===== src/rtl/i2cm_pkg.sv =====
package i2cm_pkg;

  typedef enum logic [2:0] {
    OP_NONE    = 3'd0,
    OP_START   = 3'd1,
    OP_STOP    = 3'd2,
    OP_WRITE   = 3'd3,
    OP_RD_ACK  = 3'd4,
    OP_RD_NACK = 3'd5,
    OP_CLEAR   = 3'd6
  } op_e;

  typedef enum logic [2:0] {
    SMP_NONE,
    SMP_START,
    SMP_SCL,
    SMP_STOP_SDA,
    SMP_ACK,
    SMP_RDBIT
  } smp_e;

  localparam logic [2:0] FC_SCL_LOW  = 3'd1;
  localparam logic [2:0] FC_SDA_LOW  = 3'd2;
  localparam logic [2:0] FC_NO_ACK   = 3'd3;
  localparam logic [2:0] FC_STOP_SDA = 3'd4;

  typedef struct packed {
    logic scl_low;
    logic sda_low;
    smp_e smp;
    logic last;
  } step_t;

endpackage


===== src/rtl/i2cm_phase_timer.sv =====
module i2cm_phase_timer #(
  parameter int CNT_W = 8
) (
  input  logic             clk,
  input  logic             rst,
  input  logic             run,
  input  logic             tick,
  input  logic [CNT_W-1:0] len,
  output logic             phase_end
);
  logic [CNT_W-1:0] cnt;
  logic [CNT_W-1:0] len_m1;

  assign len_m1    = (len == '0) ? '0 : len - CNT_W'(1);
  assign phase_end = run && tick && (cnt == len_m1);

  always_ff @(posedge clk) begin
    if (rst || !run) begin
      cnt <= '0;
    end else if (tick) begin
      cnt <= phase_end ? '0 : cnt + CNT_W'(1);
    end
  end
endmodule


===== src/rtl/i2cm_step_decode.sv =====
module i2cm_step_decode
  import i2cm_pkg::*;
#(
  parameter int DATA_W = 8,
  parameter int STEP_W = 5
) (
  input  op_e               op,
  input  logic [STEP_W-1:0] step,
  input  logic [DATA_W-1:0] wdata,
  output step_t             st
);
  localparam int BYTE_STEPS = 2 * (DATA_W + 1) + 1;
  localparam logic [STEP_W-1:0] TAIL_STEP = STEP_W'(BYTE_STEPS - 1);

  int               slot;
  logic             hi_phase;
  logic [DATA_W-1:0] shifted;
  logic             is_wr;

  always_comb begin
    st.scl_low = 1'b0;
    st.sda_low = 1'b0;
    st.smp     = SMP_NONE;
    st.last    = 1'b0;
    slot       = int'(step >> 1);
    hi_phase   = step[0];
    shifted    = wdata << slot;
    is_wr      = (op == OP_WRITE);
    case (op)
      OP_START: begin
        if (step == '0) begin
          st.smp = SMP_START;
        end else if (step == STEP_W'(1)) begin
          st.sda_low = 1'b1;
        end else begin
          st.scl_low = 1'b1;
          st.sda_low = 1'b1;
          st.last    = 1'b1;
        end
      end
      OP_STOP: begin
        if (step == '0) begin
          st.scl_low = 1'b1;
          st.sda_low = 1'b1;
        end else if (step == STEP_W'(1)) begin
          st.sda_low = 1'b1;
          st.smp     = SMP_SCL;
        end else begin
          st.smp  = SMP_STOP_SDA;
          st.last = 1'b1;
        end
      end
      OP_WRITE, OP_RD_ACK, OP_RD_NACK: begin
        if (step == TAIL_STEP) begin
          st.scl_low = 1'b1;
          st.last    = 1'b1;
        end else begin
          st.scl_low = !hi_phase;
          if (slot < DATA_W) begin
            st.sda_low = is_wr ? !shifted[DATA_W-1] : 1'b0;
            st.smp     = (hi_phase && !is_wr) ? SMP_RDBIT : SMP_NONE;
          end else begin
            st.sda_low = (op == OP_RD_ACK);
            st.smp     = (hi_phase && is_wr) ? SMP_ACK : SMP_NONE;
          end
        end
      end
      default: st.last = 1'b1;
    endcase
  end
endmodule


===== src/rtl/i2cm_fault_latch.sv =====
module i2cm_fault_latch (
  input  logic       clk,
  input  logic       rst,
  input  logic       clear,
  input  logic       raise,
  input  logic [2:0] code_in,
  output logic       flag,
  output logic [2:0] code
);
  always_ff @(posedge clk) begin
    if (rst || clear) begin
      flag <= 1'b0;
      code <= 3'd0;
    end else if (raise && !flag) begin
      flag <= 1'b1;
      code <= code_in;
    end
  end
endmodule


===== src/rtl/i2c_fault_master.sv =====
module i2c_fault_master
  import i2cm_pkg::*;
#(
  parameter int DATA_W = 8,
  parameter int CNT_W  = 8
) (
  input  logic              clk,
  input  logic              rst,
  input  logic              tick,
  input  logic [CNT_W-1:0]  phase_len,
  input  logic              cmd_valid,
  input  logic [2:0]        cmd_op,
  input  logic [DATA_W-1:0] cmd_wdata,
  output logic              cmd_ready,
  output logic              rsp_valid,
  output logic [DATA_W-1:0] rsp_rdata,
  output logic              rsp_ack,
  output logic              scl_oe,
  output logic              sda_oe,
  input  logic              scl_in,
  input  logic              sda_in,
  output logic              err_flag,
  output logic [2:0]        err_code
);
  localparam int BYTE_STEPS = 2 * (DATA_W + 1) + 1;
  localparam int STEP_W     = $clog2(BYTE_STEPS);

  logic              busy;
  op_e               op_q;
  logic [DATA_W-1:0] wdata_q;
  logic [STEP_W-1:0] step_q;
  step_t             st_q;
  logic [DATA_W-1:0] shreg;

  op_e               op_d;
  logic [STEP_W-1:0] step_d;
  logic [DATA_W-1:0] wdata_d;
  step_t             st_d;

  logic              phase_end;
  logic              accept;
  logic              clear_cmd;
  logic              advance;
  logic              raise;
  logic [2:0]        raise_code;

  assign accept    = cmd_valid && !busy && (cmd_op >= 3'd1) && (cmd_op <= 3'd5);
  assign clear_cmd = cmd_valid && !busy && (cmd_op == 3'd6);
  assign advance   = busy && phase_end;
  assign cmd_ready = !busy;
  assign scl_oe    = st_q.scl_low;
  assign sda_oe    = st_q.sda_low;

  always_comb begin
    if (accept) begin
      op_d    = op_e'(cmd_op);
      step_d  = '0;
      wdata_d = cmd_wdata;
    end else begin
      op_d    = op_q;
      step_d  = step_q + STEP_W'(1);
      wdata_d = wdata_q;
    end
  end

  i2cm_step_decode #(.DATA_W(DATA_W), .STEP_W(STEP_W)) u_decode (
    .op    (op_d),
    .step  (step_d),
    .wdata (wdata_d),
    .st    (st_d)
  );

  i2cm_phase_timer #(.CNT_W(CNT_W)) u_timer (
    .clk       (clk),
    .rst       (rst),
    .run       (busy),
    .tick      (tick),
    .len       (phase_len),
    .phase_end (phase_end)
  );

  always_comb begin
    raise      = 1'b0;
    raise_code = 3'd0;
    if (advance) begin
      case (st_q.smp)
        SMP_START: begin
          if (!scl_in) begin
            raise = 1'b1; raise_code = FC_SCL_LOW;
          end else if (!sda_in) begin
            raise = 1'b1; raise_code = FC_SDA_LOW;
          end
        end
        SMP_SCL: begin
          if (!scl_in) begin
            raise = 1'b1; raise_code = FC_SCL_LOW;
          end
        end
        SMP_STOP_SDA: begin
          if (!sda_in) begin
            raise = 1'b1; raise_code = FC_STOP_SDA;
          end
        end
        SMP_ACK: begin
          if (sda_in) begin
            raise = 1'b1; raise_code = FC_NO_ACK;
          end
        end
        default: ;
      endcase
    end
  end

  i2cm_fault_latch u_fault (
    .clk     (clk),
    .rst     (rst),
    .clear   (clear_cmd),
    .raise   (raise),
    .code_in (raise_code),
    .flag    (err_flag),
    .code    (err_code)
  );

  always_ff @(posedge clk) begin
    if (rst) begin
      busy       <= 1'b0;
      op_q       <= OP_NONE;
      wdata_q    <= '0;
      step_q     <= '0;
      st_q       <= '{scl_low: 1'b0, sda_low: 1'b0, smp: SMP_NONE, last: 1'b0};
      shreg      <= '0;
      rsp_valid  <= 1'b0;
      rsp_rdata  <= '0;
      rsp_ack    <= 1'b0;
    end else begin
      rsp_valid <= 1'b0;
      if (accept || (advance && !st_q.last)) begin
        op_q    <= op_d;
        step_q  <= step_d;
        wdata_q <= wdata_d;
        st_q    <= st_d;
      end
      if (accept) begin
        busy <= 1'b1;
      end else if (advance) begin
        if (st_q.smp == SMP_RDBIT) begin
          shreg <= {shreg[DATA_W-2:0], sda_in};
        end
        if (st_q.smp == SMP_ACK) begin
          rsp_ack <= !sda_in;
        end
        if (st_q.last) begin
          busy      <= 1'b0;
          rsp_valid <= 1'b1;
          if (op_q == OP_RD_ACK || op_q == OP_RD_NACK) begin
            rsp_rdata <= shreg;
          end
        end
      end
    end
  end
endmodule


===== config.mk =====
export PLATFORM = sky130hd
export DESIGN_NAME = i2c_fault_master
export DESIGN_NICKNAME = d
export VERILOG_FILES = /design/src/rtl/i2cm_pkg.sv /design/src/rtl/i2cm_phase_timer.sv /design/src/rtl/i2cm_step_decode.sv /design/src/rtl/i2cm_fault_latch.sv /design/src/rtl/i2c_fault_master.sv
export SDC_FILE = /design/constraint.sdc
export NUM_CORES = 1
export LEC_CHECK = 0
export BUFFER_PORTS_ARGS = -buffer_cell sky130_fd_sc_hd__buf_2
export CAP_MARGIN = 15
export CORE_MARGIN = 8
export CORE_UTILIZATION = 58
export DETAILED_ROUTE_END_ITERATION = 16
export GPL_TIMING_DRIVEN = 0
export HOLD_SLACK_MARGIN = 0.15
export PLACE_DENSITY = 0.83
export SLEW_MARGIN = 20
export SYNTH_ARGS = -nofsm -noshare
export SYNTH_HDL_FRONTEND = slang
export SYNTH_HIERARCHICAL = 1
export SYNTH_SLANG_ARGS = --single-unit

===== constraint.sdc =====
create_clock -name clk -period 3.9 [get_ports clk]
set_clock_uncertainty 0.1 [all_clocks]
set_input_delay 0.585 -clock clk [delete_from_list [all_inputs] [get_ports clk]]
set_output_delay 0.585 -clock clk [all_outputs]
set_load 0.005 [all_outputs]

==> impl_results.md <==
- Status: finished clean
- Setup TNS: 0 ps
- Final Util: 0.681
- GRT Total Usage: 0.204
- Syn nets: 403
- Post-CTS Setup Inserts: 0
- PwrDens: 318 nW/um2
- Chip height: 89.1 um
- Tot Pwr: 1.11 mW
- Static Leak: 1.36 nW
- RR Endpoint: scl_oe$_SDFFE_PP0P_
- Commonest cells post-synth: dfxtp_1, a21oi_1, nor2_1, o21ai_0, nand3_1
- Worst-Margin Slew: 618 ps
- Gpl congestion: 0.892
- Nets: 450
- Worst EP required: 3980 ps
- Rows: 26
- Worst R2R Setup Slack: 1150 ps
- I/O Buffers: 40
- Die Wd: 89.1 um
- Hold path startpoint: rsp_rdata[7]$_SDFFE_PP0P_
- Die Area: 7950 um2
- Drt pass-1 iters: 4
- Skew-Pair Late Insertion Delay: 310 ps
- Max-slew violation count: 0
- Top-count cell post-synth: dfxtp_1
- Top post-synthesis cells by area: dfxtp_1, a21oi_1, o21ai_0, nand3_1, xor2_1
- Type of origin of the critical path: input port
- Final hold vios: 0
- Ys async rst share: 0
- Crit path cell chain: buf_2 > inv_1 > ha_1 > nor3b_1 > a22oi_1 > xnor2_1 > o221ai_2 > nor3_1 > buf_2 > nand2_1 > a21oi_1 > nor2b_4 > mux2i_1 > nor3_1
- Crit Path Max Fanout: 9
- Number of flops mapped to enable cells by yosys: 0
- CP Class: in2reg
- Yosys cell types: 63
- Ant. Diodes: 0
- Reg2reg path depth: 9
- I/O pins: 42
- Clock root buffer: clkbuf_8
- Clk buf depth: 2
- Area leader, netlist: dfxtp_1
- Vias: 2962
- Final setup violation count: 0
- First DRT Iteration DRCs: 304
- Synth Area per Inst: 8.27 um2
- First-pass GRT wire length: 13.0 mm
- Yosys Warn Count: 6
- Vias in the first global route: 2995
- WHS: 383 ps
- Slowest stage cell, crit path: nor3b_1
- Residual DRC: 0
- Total core area: 5140 um2
- Share of layout cells above drive strength 1: 0.175
- Relative slew slack: 0.585
- Startpoint of the worst register-to-register path: busy$_SDFFE_PP0P_
- Final Cycle Share: 0.876
- Post-synth top area share: 0.342
- Total gr overflow: 0
- Max-cap violation count: 0
- Worst path arrival time: 3490 ps
- Fin crit period: 3420 ps
- Most used DFF post-synth: dfxtp_1
- Worst Setup End Kind: register
- Largest net degree at the start of global routing: 17
- Non-Filler Instances: 493
- CTS tree: built
- CTS Hold Buffers Added: 0
- Worst hold path depth: 2
- DR vias/cell: 6.01
- Hpwl dp: 5.50 mm
- Max incr delay on CP: 540 ps
- Placed Cells: 485
- Worst-path clk slew: 100 ps
- Wire per inst: 15.4 um
- Worst Hold Path EP: rsp_rdata[7]$_SDFFE_PP0P_
- Mapped Cells: 375
- CTS Buf Count: 5
- Seq/Total Area, Yosys: 0.342
- Mapped cell area: 3100 um2
- Cts repair resizes: 0
- Initial core utilization: 0.604
- RSZ-0062 raised after global routing: false
- Max Fclk: 0.293 GHz
- H-tree Lvls: 2
- Routed Antenna Nets: 0
- VDD IR-drop max: 0.000177 V
- Total Wirelength: 7.59 mm
- Worst min path class: reg2reg
- FF+latch count, synth: 53
- Initial antenna violation count: 0
- Layout overhead on the synthesized area: 12.9%
- Sinks on Clock Net: 53
-- how the worst max path moves through the flow --
stage	start	endpoint	slack [ps]	cells past startpoint
finish	phase_len[0]	u_fault/code[0]$_SDFFE_PP0P_	480	14
floorplan	phase_len[0]	u_fault/code[0]$_SDFFE_PP0P_	810	13
CTS	phase_len[0]	u_fault/code[0]$_SDFFE_PP0P_	500	14
global route	phase_len[0]	u_fault/code[1]$_SDFFE_PP0P_	230	14
detailed placement	phase_len[0]	u_fault/code[0]$_SDFFE_PP0P_	290	14
global placement	phase_len[0]	u_fault/code[0]$_SDFFE_PP0P_	330	14
-- logic make-up after synthesis --
family,share of synthesized area
XOR/XNOR,0.0552
AND/OR/NAND/NOR,0.285
adder cells (fa/ha/maj),0.0121
buffers and inverters,0.0512
AO/OA/AOI/OAI,0.201
multiplexers,0.0532
flip-flops,0.342
-- layer usage --
layer,up-vias,track usage,wire length (um)
met5,-,0,0
met4,0,0.0846,190
met3,19,0.0460,376
met2,82,0.364,3890
met1,1386,0.227,3130
li1,1475,-,-
-- cell type report --
| cell class | instances | area, um2 |
|---|---|---|
| fill | 478 | 1640 |
| multi-input combinational | 289 | 1880 |
| timing repair buffer | 40 | 200 |
| tap | 70 | 87.6 |
| sequential | 53 | 1060 |
| inverter | 10 | 37.5 |
| buffer | 23 | 121 |
| clock inverter | 2 | 38.8 |
| clock buffer | 6 | 72.6 |
-- through the flow --
stage / area [um2] / worst slack (ps)
after global placement: 3390 / 330
after CTS: 3500 / 503
after global routing: 3500 / 232
after detailed placement: 3390 / 291
final: 3500 / 483
after floorplan: 3100 / 810
-- critical path, delay by kind of cell --
| kind | cells | cell delay [ps] |
|---|---|---|
| buffers and inverters | 3 | 420 |
| AOI/OAI and AO/OA | 3 | 600 |
| adders and majority gates | 1 | 250 |
| xor gates and xnor gates | 1 | 210 |
| and+or+nand+nor | 5 | 1220 |
| muxes | 1 | 190 |
-- sequential cells by signal, indices dropped and copies added (netlist names) --
| name | cells |
|---|---|
| rsp_rdata | 8 |
| u_fault/flag | 1 |
| wdata_q | 8 |
| shreg | 8 |
| u_fault/code | 3 |
| step_q | 5 |
| rsp_ack | 1 |
| sda_oe | 1 |
| op_q | 3 |
| rsp_valid | 1 |
| scl_oe | 1 |
| u_timer/cnt | 8 |
| busy | 1 |
| st_q | 4 |
-- layout by cell type, fill, tap and decap left out, drive strengths merged, types with 3 or more instances in the layout --
master	n
and2	5
nand4b	3
dfxtp	53
xnor2	5
nor3	15
nor2	27
o22ai	4
nand2b	15
or4	3
nand3	24
mux2i	10
nor2b	7
inv	10
nor4	3
xor2	12
nand2	23
o31ai	13
o21ai	26
buf	52
nor3b	4
clkbuf	17
nand4	14
ha	3
nand3b	3
or3	4
a21oi	36
-- power by group --
group          internal, mW  total [mW]  switching, mW
Combinational        0.0690       0.170          0.101
Clock                 0.193       0.382          0.189
Sequential            0.552       0.561        0.00856
Total                 0.814        1.11          0.298
Note: power is estimated with default switching activity, not from simulation.
